## config.mk

```make
export PLATFORM = sky130hd
export DESIGN_NAME = srb_bank_ctrl
export DESIGN_NICKNAME = d
export VERILOG_FILES = /design/src/rtl/srb_pkg.sv /design/src/rtl/srb_addr_split.sv /design/src/rtl/srb_lat_sel.sv /design/src/rtl/srb_rowbuf_tag.sv /design/src/rtl/srb_bank_ctrl.sv
export SDC_FILE = /design/constraint.sdc
export NUM_CORES = 1
export LEC_CHECK = 0
export BUFFER_PORTS_ARGS = -buffer_cell sky130_fd_sc_hd__buf_2
export CORE_ASPECT_RATIO = 0.5
export CORE_MARGIN = 2
export CORE_UTILIZATION = 40
export DETAILED_ROUTE_END_ITERATION = 7
export PLACE_DENSITY = 0.65
export SLEW_MARGIN = 20
export SYNTH_ARGS = -nofsm -noshare
export SYNTH_HDL_FRONTEND = slang
export SYNTH_SLANG_ARGS = --single-unit
```

## constraint.sdc

```tcl
create_clock -name clk -period 3.85 [get_ports clk]
set_input_delay 0.5775 -clock clk [delete_from_list [all_inputs] [get_ports clk]]
set_output_delay 0.5775 -clock clk [all_outputs]
set_load 0.005 [all_outputs]
```

## src/rtl/srb_pkg.sv

```systemverilog
package srb_pkg;

    typedef enum logic [2:0] {
        ST_IDLE  = 3'd0,
        ST_WBACK = 3'd1,
        ST_OPEN  = 3'd2,
        ST_SERVE = 3'd3,
        ST_RESP  = 3'd4
    } bank_state_e;

    typedef enum logic {
        PC_FAST_READ  = 1'b0,
        PC_FAST_WRITE = 1'b1
    } page_class_e;

    function automatic int max2(input int a, input int b);
        return (a > b) ? a : b;
    endfunction

endpackage

```

## src/rtl/srb_addr_split.sv

```systemverilog
module srb_addr_split
    import srb_pkg::*;
#(
    parameter int ADDR_W    = 20,
    parameter int CLASS_BIT = 12,
    localparam int ROW_W    = ADDR_W - CLASS_BIT - 1
) (
    input  logic [ADDR_W-1:0] addr_i,
    output page_class_e       cls_o,
    output logic [ROW_W-1:0]  row_o
);

    // The page class comes from one address bit; the row is everything above it.
    assign cls_o = page_class_e'(addr_i[CLASS_BIT]);
    assign row_o = addr_i[ADDR_W-1:CLASS_BIT+1];

endmodule

```

## src/rtl/srb_lat_sel.sv

```systemverilog
module srb_lat_sel
    import srb_pkg::*;
#(
    parameter int RD_LAT_FR = 8,
    parameter int RD_LAT_FW = 16,
    parameter int WR_LAT_FR = 50,
    parameter int WR_LAT_FW = 42,
    parameter int CNT_W     = 6
) (
    input  page_class_e      cls_i,
    output logic [CNT_W-1:0] rd_load_o,
    output logic [CNT_W-1:0] wr_load_o
);

    // Counter load values are the latency minus one: the count hits zero on the last cycle.
    localparam logic [CNT_W-1:0] RD_LOAD_FR = CNT_W'(RD_LAT_FR - 1);
    localparam logic [CNT_W-1:0] RD_LOAD_FW = CNT_W'(RD_LAT_FW - 1);
    localparam logic [CNT_W-1:0] WR_LOAD_FR = CNT_W'(WR_LAT_FR - 1);
    localparam logic [CNT_W-1:0] WR_LOAD_FW = CNT_W'(WR_LAT_FW - 1);

    always_comb begin
        if (cls_i == PC_FAST_WRITE) begin
            rd_load_o = RD_LOAD_FW;
            wr_load_o = WR_LOAD_FW;
        end else begin
            rd_load_o = RD_LOAD_FR;
            wr_load_o = WR_LOAD_FR;
        end
    end

endmodule

```

## src/rtl/srb_rowbuf_tag.sv

```systemverilog
module srb_rowbuf_tag #(
    parameter int ROW_W = 7
) (
    input  logic             clk,
    input  logic             rst_n,
    input  logic [ROW_W-1:0] lookup_row_i,
    input  logic             open_i,
    input  logic [ROW_W-1:0] open_row_i,
    input  logic             wb_done_i,
    input  logic             mark_dirty_i,
    output logic             hit_o,
    output logic             dirty_o
);

    typedef struct packed {
        logic             valid;
        logic             dirty;
        logic [ROW_W-1:0] row;
    } tag_t;

    tag_t tag_q, tag_d;

    always_comb begin
        tag_d = tag_q;
        if (wb_done_i) begin
            tag_d.dirty = 1'b0;
        end
        if (open_i) begin
            tag_d.valid = 1'b1;
            tag_d.dirty = 1'b0;
            tag_d.row   = open_row_i;
        end
        if (mark_dirty_i) begin
            tag_d.dirty = 1'b1;
        end
    end

    always_ff @(posedge clk or negedge rst_n) begin
        if (!rst_n) begin
            tag_q <= '0;
        end else begin
            tag_q <= tag_d;
        end
    end

    assign hit_o   = tag_q.valid && (tag_q.row == lookup_row_i);
    assign dirty_o = tag_q.dirty;


    open_clean_chk: assert property (@(posedge clk) disable iff (!rst_n)
        (open_i && !mark_dirty_i) |=> !dirty_o);


    dirty_set_chk: assert property (@(posedge clk) disable iff (!rst_n)
        mark_dirty_i |=> dirty_o);


    wb_dirty_chk: assert property (@(posedge clk) disable iff (!rst_n)
        wb_done_i |-> dirty_o);

endmodule

```

## src/rtl/srb_bank_ctrl.sv

```systemverilog
module srb_bank_ctrl
    import srb_pkg::*;
#(
    parameter int ADDR_W    = 20,
    parameter int DATA_W    = 32,
    parameter int CLASS_BIT = 12,
    parameter int HIT_LAT   = 2,
    parameter int RD_LAT_FR = 8,
    parameter int RD_LAT_FW = 16,
    parameter int WR_LAT_FR = 50,
    parameter int WR_LAT_FW = 42
) (
    input  logic              clk,
    input  logic              rst_n,
    input  logic              req_valid,
    output logic              req_ready,
    input  logic [ADDR_W-1:0] req_addr,
    input  logic              req_we,
    input  logic [DATA_W-1:0] req_wdata,
    output logic              resp_valid,
    input  logic              resp_ready,
    output logic [DATA_W-1:0] resp_rdata,
    output logic              resp_hit,
    output logic              resp_fw,
    output logic              mem_en,
    output logic              mem_we,
    output logic [ADDR_W-1:0] mem_addr,
    output logic [DATA_W-1:0] mem_wdata,
    input  logic [DATA_W-1:0] mem_rdata
);

    localparam int ROW_W   = ADDR_W - CLASS_BIT - 1;
    localparam int N_BUF   = 2;
    localparam int MAX_LAT = max2(max2(max2(RD_LAT_FR, RD_LAT_FW),
                                       max2(WR_LAT_FR, WR_LAT_FW)), HIT_LAT);
    localparam int CNT_W   = $clog2(MAX_LAT + 1);
    localparam logic [CNT_W-1:0] HIT_LOAD = CNT_W'(HIT_LAT - 1);

    typedef struct packed {
        bank_state_e       st;
        logic [CNT_W-1:0]  cnt;
        logic [ADDR_W-1:0] addr;
        logic              we;
        logic [DATA_W-1:0] wdata;
        logic              hit;
        logic [DATA_W-1:0] rdata;
    } ctrl_t;

    ctrl_t r_q, r_d;

    page_class_e      req_cls, cur_cls, lat_cls;
    logic [ROW_W-1:0] req_row, cur_row;
    logic [CNT_W-1:0] rd_load, wr_load;
    logic [N_BUF-1:0] buf_hit, buf_dirty, buf_open, buf_wb, buf_mark;
    logic             req_sel, cnt_done;

    // Decode for the incoming request (lookup) and for the held request (open/write-back).
    srb_addr_split #(.ADDR_W(ADDR_W), .CLASS_BIT(CLASS_BIT)) u_req_split (
        .addr_i (req_addr),
        .cls_o  (req_cls),
        .row_o  (req_row)
    );

    srb_addr_split #(.ADDR_W(ADDR_W), .CLASS_BIT(CLASS_BIT)) u_cur_split (
        .addr_i (r_q.addr),
        .cls_o  (cur_cls),
        .row_o  (cur_row)
    );

    assign lat_cls = (r_q.st == ST_IDLE) ? req_cls : cur_cls;

    srb_lat_sel #(
        .RD_LAT_FR (RD_LAT_FR),
        .RD_LAT_FW (RD_LAT_FW),
        .WR_LAT_FR (WR_LAT_FR),
        .WR_LAT_FW (WR_LAT_FW),
        .CNT_W     (CNT_W)
    ) u_lat (
        .cls_i     (lat_cls),
        .rd_load_o (rd_load),
        .wr_load_o (wr_load)
    );

    assign cnt_done = (r_q.cnt == '0);
    assign req_sel  = (req_cls == PC_FAST_WRITE);

    // One tag tracker per bit class; the held request's class steers the updates.
    for (genvar g = 0; g < N_BUF; g++) begin : g_buf
        logic sel_cur;
        assign sel_cur     = (cur_cls == page_class_e'(g));
        assign buf_open[g] = (r_q.st == ST_OPEN)  && cnt_done && sel_cur;
        assign buf_wb[g]   = (r_q.st == ST_WBACK) && cnt_done && sel_cur;
        assign buf_mark[g] = (r_q.st == ST_SERVE) && cnt_done && sel_cur && r_q.we;

        srb_rowbuf_tag #(.ROW_W(ROW_W)) u_tag (
            .clk          (clk),
            .rst_n        (rst_n),
            .lookup_row_i (req_row),
            .open_i       (buf_open[g]),
            .open_row_i   (cur_row),
            .wb_done_i    (buf_wb[g]),
            .mark_dirty_i (buf_mark[g]),
            .hit_o        (buf_hit[g]),
            .dirty_o      (buf_dirty[g])
        );
    end

    always_comb begin
        r_d = r_q;
        unique case (r_q.st)
            ST_IDLE: begin
                if (req_valid) begin
                    r_d.addr  = req_addr;
                    r_d.we    = req_we;
                    r_d.wdata = req_wdata;
                    r_d.hit   = buf_hit[req_sel];
                    if (buf_hit[req_sel]) begin
                        r_d.st  = ST_SERVE;
                        r_d.cnt = HIT_LOAD;
                    end else if (buf_dirty[req_sel]) begin
                        r_d.st  = ST_WBACK;
                        r_d.cnt = wr_load;
                    end else begin
                        r_d.st  = ST_OPEN;
                        r_d.cnt = rd_load;
                    end
                end
            end
            ST_WBACK: begin
                if (cnt_done) begin
                    r_d.st  = ST_OPEN;
                    r_d.cnt = rd_load;
                end else begin
                    r_d.cnt = r_q.cnt - 1'b1;
                end
            end
            ST_OPEN: begin
                if (cnt_done) begin
                    r_d.st  = ST_SERVE;
                    r_d.cnt = HIT_LOAD;
                end else begin
                    r_d.cnt = r_q.cnt - 1'b1;
                end
            end
            ST_SERVE: begin
                if (cnt_done) begin
                    r_d.st    = ST_RESP;
                    r_d.rdata = r_q.we ? r_q.wdata : mem_rdata;
                end else begin
                    r_d.cnt = r_q.cnt - 1'b1;
                end
            end
            ST_RESP: begin
                if (resp_ready) begin
                    r_d.st = ST_IDLE;
                end
            end
            default: r_d.st = ST_IDLE;
        endcase
    end

    always_ff @(posedge clk or negedge rst_n) begin
        if (!rst_n) begin
            r_q <= '0;
        end else begin
            r_q <= r_d;
        end
    end

    assign req_ready  = (r_q.st == ST_IDLE);
    assign resp_valid = (r_q.st == ST_RESP);
    assign resp_rdata = r_q.rdata;
    assign resp_hit   = r_q.hit;
    assign resp_fw    = (cur_cls == PC_FAST_WRITE);
    assign mem_en     = (r_q.st == ST_SERVE) && cnt_done;
    assign mem_we     = r_q.we;
    assign mem_addr   = r_q.addr;
    assign mem_wdata  = r_q.wdata;

    // Checker state: edges elapsed since the accepting edge.
    logic [15:0] age_q;
    always_ff @(posedge clk or negedge rst_n) begin
        if (!rst_n) begin
            age_q <= '0;
        end else if (req_valid && req_ready) begin
            age_q <= '0;
        end else if (!req_ready && !resp_valid && (age_q != 16'hFFFF)) begin
            age_q <= age_q + 1'b1;
        end
    end


    accept_busy_chk: assert property (@(posedge clk) disable iff (!rst_n)
        (req_valid && req_ready) |=> !req_ready);


    resp_hold_chk: assert property (@(posedge clk) disable iff (!rst_n)
        (resp_valid && !resp_ready) |=> (resp_valid && $stable(resp_rdata)
                                         && $stable(resp_hit) && $stable(resp_fw)));


    mem_single_chk: assert property (@(posedge clk) disable iff (!rst_n)
        mem_en |=> !mem_en);


    hit_lat_chk: assert property (@(posedge clk) disable iff (!rst_n)
        $rose(resp_valid) |-> (resp_hit == (age_q == 16'(HIT_LAT))));

endmodule

```

# [Yosys cells after proc, flatten, opt, wreduce, memory -nomap -nowiden]
# Cells that the tools add are included.
[word_totals] ff_bits=113 in_bits=89 output_inout_bits=90 word_cells=76
[classes] addsub=1 n_lt_le_gt_ge=1 eq_ne=12 n_mux=26 n_bitwise=1 reduce_logical=22
[ops] operator="$mux 63" n=1
[ops] operator="$mux 32" n=1
[ops] operator="$mux 8" n=4
[ops] operator="$pmux 6 s4" n=1
[ops] operator="$mux 6" n=3
[ops] operator="$pmux 3 s5" n=1
[ops] operator="$eq 7x7->1" n=2
[ops] operator="$logic_and 1x1->1" n=13
[ops] operator="$mux 3" n=4
[ops] operator="$ne 2x2->1 const B" n=5
[ops] operator="$mux 1" n=9
[ops] operator="$eq 3x2->1 const B" n=2
[ops] operator="$logic_not 6->1" n=1
[ops] operator="$reduce_bool 3->1" n=2
[ops] operator="$sub 6x1->6 const B" n=1
[ops] operator="$mux 5" n=1
[ops] operator="$reduce_and 5->1" n=1
[ops] operator="$mux 4" n=1
[ops] operator="$reduce_and 2->1" n=2
[ops] operator="$reduce_bool 4->1" n=1
[ops] operator="$eq 3x1->1 const B" n=1
[ops] operator="$eq 3x3->1 const B" n=1
[ops] operator="$logic_not 3->1" n=1
[ops] operator="$reduce_and 3->1" n=1
[ops] operator="other kinds (3)" n=3

# [Logic depth before layout (Yosys ltp)]
# Gate-level depths: netlist of run 1.
[depth] word_depth=7 ltp_mapped=7 depth_no_buf=6

# [Hierarchy]
# A second synthesis of run 1 with hierarchy kept.
[unflattened] hier_cells=541 hier_area_um2=6015.8
[by_module_without_submodules] module="srb_bank_ctrl" n_inst=1 cells_each=451 area_per_inst_um2=4928.5 seq_area_each_um2=2377.3
[by_module_without_submodules] module="srb_rowbuf_tag" n_inst=2 cells_each=30 area_per_inst_um2=436.7 seq_area_each_um2=225.2
[by_module_without_submodules] module="srb_addr_split" n_inst=2 cells_each=8 area_per_inst_um2=60.1 seq_area_each_um2=0.0
[by_module_without_submodules] module="srb_lat_sel" n_inst=1 cells_each=14 area_per_inst_um2=93.8 seq_area_each_um2=0.0

# [Worst setup path after synthesis of run 1]
# Ideal clock, no wire load.
[synth_path] path_kind="flip-flop to output port" startpoint="reg r_q[88] (netlist bit)" endpoint="out mem_en" t_arrival_ns=1.571 t_required_ns=3.273 setup_slack_ns=1.701 stages_incl_launch_ff=6 path_buffers=3 path_cell_list="dfrtp_1 or3_1 buf_2 nor4_4 buf_2 buf_4"
[synth_between] elab_chain_cells=2
[synth_rtl] item="start, declared" line="srb_bank_ctrl.sv:49" text="ctrl_t r_q, r_d;"
[synth_rtl] item="start signal, assigned" line="srb_bank_ctrl.sv:166" text="r_q <= r_d;"
[synth_rtl] item="$logic_not 6->1" line="srb_bank_ctrl.sv:84" text="assign cnt_done = (r_q.cnt == '0);"
[synth_rtl] item="$logic_and 1x1->1" line="srb_bank_ctrl.sv:175" text="assign mem_en = (r_q.st == ST_SERVE) && cnt_done;"
[synth_rtl] item="end, declared" line="srb_bank_ctrl.sv:25" text="output logic mem_en,"
# No other way between the ends.

# [Worst setup path in the final report of run 1]
# Same ends and word-level chain as after synthesis.

==> impl_metrics.json, run 1 <==
{
  "clockBufferDepth": 2,
  "cts_buffers": 17,
  "core_mm2": 0.0138,
  "cts_resized": 0,
  "io_pins": 179,
  "cts.sinks": 113,
  "layout_commonest_cell": "buf_2",
  "crit_buf_inv": 1,
  "critical_path_required_ns": 3.27,
  "dpl.hpwl_um": 9010,
  "netlist_area_mm2": 0.00572,
  "yosysSeqAreaShare": 0.494,
  "grt_max_degree": 77,
  "wl_um": 13000,
  "maxSlewViolCount": 0,
  "layout-drive-gt1-share": 0.348,
  "max_stage_delay_ns": 0.52,
  "htree_levels": 4,
  "p_sw_frac": 0.340,
  "utilization": 0.493,
  "clock-skew-final_ns": 0.0156,
  "crit_slowest_cell": "or3_1",
  "grt_overflow": 0,
  "synth_top_area_frac": 0.494,
  "io_buffers": 178,
  "clock_latency_ns": 0.41,
  "p_per_area_mw_per_mm2": 856,
  "vias_per_cell": 4.62,
  "syn-num-nets": 687,
  "min_path_type": "in2async",
  "start_kind": "register",
  "drtAntennaViolNets": 0,
  "crit_chain": "or3_1 > nor4_4 > buf_2",
  "clkPwrFrac": 0.299,
  "fmax_mhz": 417,
  "die_w_um": 173,
  "diodes": 0,
  "crit_family": "simple AND/OR/NAND/NOR gates",
  "grt_pass1_wl_um": 20900,
  "track_usage": 0.174,
  "synthToLayoutAreaGrowth_pct": 18.8,
  "syn_avg_cell_area_um2": 9.60,
  "dr.pass1.iters": 4,
  "leakagePower_nw": 3.55,
  "multiInputGateArea_mm2": 0.00211,
  "ys_warn_count": 0,
  "async_reset_ff_frac": 1.00,
  "cp.depth": 3,
  "synth_area_leaders": "dfrtp_1 49%, buf_4 11%, nand2_1 11%",
  "maxCapViolCount": 0,
  "grt_pass1_vias": 4114,
  "synth-edff-count": 0,
  "drc": 0,
  "finalCriticalPeriod_ns": 2.40,
  "relSlewSlack": 0.497,
  "globalplace.congestion": 0.852,
  "worst-path-max-fanout": 7,
  "reg2reg_depth": 5,
  "cts_setup_buffers": 0,
  "worst_pin_slew_ns": 0.748,
  "num_rows": 30,
  "fin_tns_setup_ns": 0,
  "path_class": "reg2out",
  "num-fill-cells": 1306,
  "ys.flop_type": "dfrtp_1",
  "vdd.ir_drop.worst_mv": 0.347,
  "dieArea_mm2": 0.0153,
  "yosys.area.top_type": "dfrtp_1",
  "status": "finished clean",
  "regArea_mm2": 0.00283,
  "syn_inst": 596,
  "comb_power_share": 0.319,
  "layout_common_cells": "177 x buf_2, 162 x nand2_1, 112 x dfrtp_1",
  "seq_power_share": 0.382,
  "start_util": 0.415,
  "die_y_um": 88.6,
  "rsz0062_at_grt": "false",
  "cts_tree": "done",
  "fin_nets": 776,
  "p_int_mw": 3.84,
  "cts_root_buf": "clkbuf_16",
  "post-route-period-util": 0.623,
  "grt_antenna_before_repair": 0,
  "drt_iter0_drc": 204,
  "finalHoldViolations": 0,
  "wire_per_inst_um": 14.6,
  "setup_viol": 0,
  "worstPathArrival_ns": 1.82,
  "routed-via-count": 4110,
  "power.switching_mw": 1.98,
  "synth.ff_latch_count": 113,
  "cts_hold_buf": 0,
  "synthDistinctLibCells": 51,
  "worstSetupEndpointType": "primary output",
  "clk_pin_slew_ns": 0.05
}
==> final timing paths <==
check | start | to | slack, ns
max in group asynchronous | rst_n | resp_rdata[15] | 2.95
worst max register to register | r_q[93] | r_q[90] | 1.55
worst min-delay path | rst_n | g_buf[0].u_tag.tag_q[1] | 0.19
min in group clk | req_wdata[7] | mem_wdata[7] | 0.36
worst min register to register | mem_addr[3] | mem_addr[3] | 0.47
worst max-delay path | r_q[88] | mem_en | 1.45
==> sequential cells by signal (all words and copies together) (netlist names) <==
name,flops
g_buf.u_tag.dirty_o,2
g_buf.u_tag.tag_q,16
mem_addr,20
mem_wdata,32
mem_we,1
r_q,9
resp_hit,1
resp_rdata,32
==> routing by layer <==
metal | wire length (µm) | part of all wire | GRT usage | vias to the layer above
met5 | 0 | 0 | 0 | -
met4 | 63 | 0.0049 | 0.0293 | 0
met3 | 643 | 0.050 | 0.0507 | 6
met2 | 6280 | 0.48 | 0.289 | 93
met1 | 5990 | 0.46 | 0.232 | 1953
li1 | - | - | - | 2058
==> metrics by stage <==
stage | hold WS [ns] | setup WS [ns] | area [µm²] | std cells | power (mW)
finish | 0.189 | 1.45 | 6790 | 890 | 5.82
global placement | 0.456 | 1.60 | 6140 | 858 | 4.08
detailed placement | 0.461 | 1.55 | 6140 | 858 | 4.13
CTS | 0.339 | 1.42 | 6790 | 890 | 5.89
floorplan | 0.282 | 1.70 | 5720 | 596 | 3.87
global route | 0.243 | 1.23 | 6790 | 890 | 6.26
==> worst reg2reg max path, stage by stage, from the launching register on <==
cell and delay [ns]:
dfrtp_1 0.51, nor3_1 0.37, nand2_2 0.29, buf_4 0.37
a221oi_2 0.47, a311o_1 0.24
==> cell families after synthesis <==
group | synth area share
buffers and inverters | 0.137
DFF | 0.494
adders and majority gates | 0.00437
muxes | 0.0919
and+or+nand+nor | 0.176
AOI/OAI and AO/OA | 0.0720
xor gates and xnor gates | 0.0245
==> layout make-up <==
type                            count  share of cell area
Clock buffer                       19              0.0652
Clock inverter                     13              0.0306
Inverter                            6             0.00331
Multi-Input combinational cell    365               0.311
Sequential cell                   113               0.416
Tap cell                          192              0.0354
Timing Repair Buffer              182               0.138
==> synth_stat cells, types with 3 or more instances <==
cell type  count
nand2_1      163
dfrtp_1      113
buf_4         87
a21oi_1       39
nor2_1        38
mux2i_1       33
clkbuf_1      15
xor2_1        14
mux2_2         8
buf_2          7
mux2_4         7
inv_1          6
o21ai_0        6
nor3_1         5
nor4_1         5
nand2b_1       3
==> power groups by stage <==
stage | Sequential (mW) | Clock [mW] | Combinational (mW)
after detailed placement | 2.24 | 0 | 1.88
after global placement | 2.23 | 0 | 1.85
after global routing | 2.31 | 1.84 | 2.10
after CTS | 2.23 | 1.77 | 1.89
after floorplan | 2.07 | 0 | 1.79
final | 2.22 | 1.74 | 1.86
Power figures use the tool's default switching activity.
==> run 2, diff against run 1 <==
Settings changed: PLACE_DENSITY 0.65 to 0.68.
Clock period 3.85 ns to 2 ns, I/O delays scaled along.
==> impl_metrics.json, run 2 (synthesis results as in run 1) <==
{
  "critical_path.most_common_cell": "buf_6",
  "multiInputGateArea_mm2": 0.00214,
  "clockBufferDepth": 2,
  "min_path_type": "in2reg",
  "wire_per_inst_um": 14.1,
  "die_y_um": 88.6,
  "power.total_mw": 11.2,
  "diodes": 0,
  "grt_max_degree": 58,
  "start_kind": "register",
  "htree_levels": 4,
  "fmax_mhz": 503,
  "crit_slowest_cell": "dfrtp_2",
  "routed-via-count": 4269,
  "leakagePower_nw": 3.69,
  "cts.sinks": 113,
  "relSlewSlack": 0.688,
  "worst-path-max-fanout": 2,
  "fin_ws_ns": 0.0119,
  "worstPathArrival_ns": 1.69,
  "path_class": "reg2out",
  "critical_path_required_ns": 1.70,
  "dp_cells": 880,
  "layout_commonest_cell": "buf_2",
  "io_buffers": 178,
  "maxCapViolCount": 0,
  "globalplace.congestion": 0.887,
  "track_usage": 0.173,
  "worst_pin_slew_ns": 0.463,
  "vias_per_cell": 4.65,
  "worstSetupEndpointType": "primary output",
  "p_per_area_mw_per_mm2": 1590,
  "dieArea_mm2": 0.0153,
  "cp.depth": 4,
  "die_w_um": 173,
  "drc": 0,
  "clock_latency_ns": 0.40,
  "crit_family": "simple AND/OR/NAND/NOR gates",
  "clk_pin_slew_ns": 0.05,
  "grt_antenna_before_repair": 0,
  "finalHoldViolations": 0,
  "post-route-period-util": 0.994,
  "maxSlewViolCount": 0,
  "synthToLayoutAreaGrowth_pct": 22.6,
  "setup_viol": 0,
  "clock-skew-final_ns": 0.00891,
  "reg2reg_depth": 6,
  "wl_um": 13000,
  "layout_common_cells": "176 x buf_2, 162 x nand2_1, 109 x dfrtp_1",
  "num_rows": 30,
  "crit_chain": "or3_4 > nor4_4 > buf_6 > buf_6",
  "grt_pass1_vias": 4088,
  "hold_depth": 3,
  "regArea_mm2": 0.00283,
  "layout-drive-gt1-share": 0.380,
  "cts_buffers": 17,
  "dpl.hpwl_um": 9460,
  "fin_tns_setup_ns": 0,
  "status": "finished clean",
  "finalCriticalPeriod_ns": 1.99,
  "fin_nets": 805,
  "grt_overflow": 0,
  "r2r_slack_ns": 0.10,
  "drtAntennaViolNets": 0,
  "crit_buf_inv": 2,
  "drt_iter0_drc": 245,
  "cts_tree": "done",
  "rsz0062_at_grt": "true",
  "io_pins": 179,
  "dr.pass1.iters": 4,
  "core_mm2": 0.0138,
  "final_cells": 918,
  "max_stage_delay_ns": 0.40,
  "start_util": 0.415,
  "grt_pass1_wl_um": 20700,
  "num-fill-cells": 1273,
  "pre_cts_ws_ns": 0.0498,
  "vdd.ir_drop.worst_mv": 0.654,
  "cts_root_buf": "clkbuf_16"
}
## run 2: changes by cell type in the layout (fill, tap and decap cells not counted), sizes merged
cell	before	now
buf	182	210
bufinv	5	2
clkbuf	19	26
clkinvlp	4	0
dlygate4sd3	0	1
inv	7	6
## run 2: power by group
group / total [mW] / switching [mW] / internal [mW] / leakage (nW)
logic: 4.04 / 2.02 / 2.02 / 2.02
registers: 4.15 / 0.765 / 3.39 / 1.38
clock network: 2.96 / 0.975 / 1.99 / 0.290
## run 2: per-layer routing
layer / global-route usage / vias to the layer above / routed length, µm
li1: - / 2114 / -
met1: 0.228 / 2043 / 5870
met4: 0.0632 / 0 / 165
met3: 0.0374 / 13 / 503
met2: 0.287 / 99 / 6450
met5: 0 / - / 0
## run 2: tightest hold or removal path, cell delays in order
cell	delay, ns
buf_2	0.07
nand2_1	0.04
nand2_1	0.04
## run 2: worst paths after layout
kind                                    startpoint            end
max                                        r_q[89]         mem_en
min                                  req_wdata[10]  mem_wdata[10]
max reg2reg                g_buf[1].u_tag.tag_q[5]        r_q[89]
min reg2reg                            mem_addr[4]    mem_addr[4]
max in group asynchronous                    rst_n        r_q[89]
min in group asynchronous                    rst_n   mem_addr[17]
## run 2: repair_timing
action                                 4_1_cts  5_1_grt
buffers inserted                             3        3
setup endpoints to repair                    1       11
resized for setup                           12        3
hold buffers                                 1        0
endpoints found under the hold margin       14        0
pin swaps                                    1        2
## run 2: final cells by class
cell class	count	share of cell area
flip-flops and latches	113	0.404
clock inverters	5	0.0107
multi-input cells	365	0.305
repair buffers	211	0.171
clock buffers	26	0.0726
well taps	192	0.0342
inverters	6	0.00321
## run 2: metrics by stage
stage          hold WS, ns  utilization  area [µm²]
6_report            0.0901        0.509        7020
5_1_grt             0.0793        0.509        7020
4_1_cts             0.0770        0.507        6980
3_5_place_dp         0.193        0.459        6330
3_3_place_gp         0.191        0.459        6330
2_1_floorplan      0.00441            -        5720
==> run 3, diff against run 2 <==
Settings changed: CORE_MARGIN 2 to not set.
==> impl_metrics.json, run 3 (synthesis results as in run 1) <==
{
  "status": "finished clean",
  "start_kind": "register",
  "maxSlewViolCount": 0,
  "drtAntennaViolNets": 0,
  "maxCapViolCount": 0,
  "htree_levels": 4,
  "relSlewSlack": 0.616,
  "diodes": 0,
  "clock_latency_ns": 0.40,
  "path_class": "reg2out",
  "critical_path_required_ns": 1.70,
  "layout_common_cells": "177 x buf_2, 162 x nand2_1, 109 x dfrtp_1",
  "dpl.hpwl_um": 9530,
  "clockBufferDepth": 2,
  "dieArea_mm2": 0.0148,
  "layout-drive-gt1-share": 0.371,
  "worst-path-max-fanout": 3,
  "hp-start": "req_wdata[20]",
  "grt_antenna_before_repair": 0,
  "crit_start": "r_q[89]",
  "cts_buffers": 17,
  "wl_um": 13200,
  "start_util": 0.416,
  "setup_viol": 0,
  "fin_nets": 800,
  "finalCriticalPeriod_ns": 1.95,
  "grt_pass1_wl_um": 21100,
  "rr_startpoint": "r_q[88]",
  "worstPathArrival_ns": 1.65,
  "worstSetupEndpointType": "primary output",
  "grt_overflow": 0,
  "io_buffers": 178,
  "die_y_um": 86.6,
  "finalHoldViolations": 0,
  "post-route-period-util": 0.974,
  "track_usage": 0.185,
  "r2r_slack_ns": 0.11,
  "drc": 0,
  "crit_slowest_cell": "dfrtp_2",
  "core_mm2": 0.0137,
  "cts_tree": "done",
  "holdWs_ns": 0.0894,
  "grt_max_degree": 51,
  "cts_root_buf": "clkbuf_16",
  "vias_per_cell": 4.69,
  "io_pins": 179,
  "grt_pass1_vias": 4242,
  "cts.sinks": 113,
  "drt_iter0_drc": 151,
  "crit_chain": "or3_4 > nor4_4 > buf_2",
  "dr.pass1.iters": 5,
  "clk_pin_slew_ns": 0.05,
  "fin_tns_setup_ns": 0,
  "synthToLayoutAreaGrowth_pct": 20.6,
  "p_per_area_mw_per_mm2": 1570,
  "min_path_type": "in2reg",
  "globalplace.congestion": 0.909,
  "leakagePower_nw": 3.62,
  "wire_per_inst_um": 14.5,
  "layout_commonest_cell": "buf_2",
  "worst_pin_slew_ns": 0.571,
  "rsz0062_at_grt": "false",
  "num_rows": 30,
  "fmax_mhz": 514,
  "die_w_um": 171,
  "routed-via-count": 4273,
  "max_stage_delay_ns": 0.41,
  "vdd.ir_drop.worst_mv": 0.657,
  "clock-skew-final_ns": 0.00766
}
run 3: changes by cell type in the layout (fill, tap and decap cells not counted), sizes merged:
cell	before	now
clkinvlp	0	2
buf	210	205
bufinv	2	0
clkinv	3	4
clkbuf	26	24
run 3: metal layers:
metal / vias up / global-route usage / routed length (µm)
li1: 2106 / - / -
met4: 0 / 0.0617 / 134
met5: - / 0 / 0
met1: 2045 / 0.246 / 6230
met3: 15 / 0.0338 / 459
met2: 107 / 0.309 / 6370
run 3: what timing repair did:
item,in CTS,in global routing
gates resized for setup,5,3
cloned,0,0
pin swaps,1,2
hold endpoints to repair,32,0
setup buffers,1,4
setup endpoints to repair,1,1
hold buffers,1,0
run 3: final cells by class:
type	instances	area [µm²]
fill	1304	6840
sequential	113	2830
multi-input combinational	365	2130
timing repair buffer	206	1170
clock buffer	24	472
tap	192	240
clock inverter	6	35.0
inverter	6	22.5
run 3: worst paths after layout:
kind,end,depth (start not counted)
max in group asynchronous,mem_wdata[17],3
setup / recovery,mem_en,3
setup reg to reg,g_buf[1].u_tag.tag_q[2],5
hold reg to reg,g_buf[1].u_tag.tag_q[8],1
hold / removal,mem_wdata[20],3
min in group asynchronous,g_buf[0].u_tag.tag_q[8],2
run 3: worst max-delay path: cells and delay by family (launching register included):
kind,cells,cell delay (ns)
buf+inv,1,0.19
flops,1,0.41
simple gates,2,0.66
run 3: power by group:
part	internal (mW)	leakage, nW	switching [mW]	total, mW
sequential	3.39	1.38	0.785	4.17
combinational	2.01	1.99	2.03	4.05
clock	1.62	0.246	0.993	2.62
total	7.02	3.62	3.81	10.8
run 3: stage by stage:
| step | total power, mW | area (µm²) | utilization | setup WS [ns] | instances |
|---|---|---|---|---|---|
| after floorplan | 7.44 | 5720 | - | 0.0361 | 596 |
| after global placement | 8.08 | 6320 | 0.460 | 0.146 | 876 |
| after detailed placement | 8.18 | 6320 | 0.460 | 0.0743 | 876 |
| after CTS | 10.9 | 6860 | 0.499 | 0.00116 | 908 |
| after global routing | 11.7 | 6900 | 0.502 | 0.0176 | 912 |
| final | 10.8 | 6900 | 0.502 | 0.0528 | 912 |
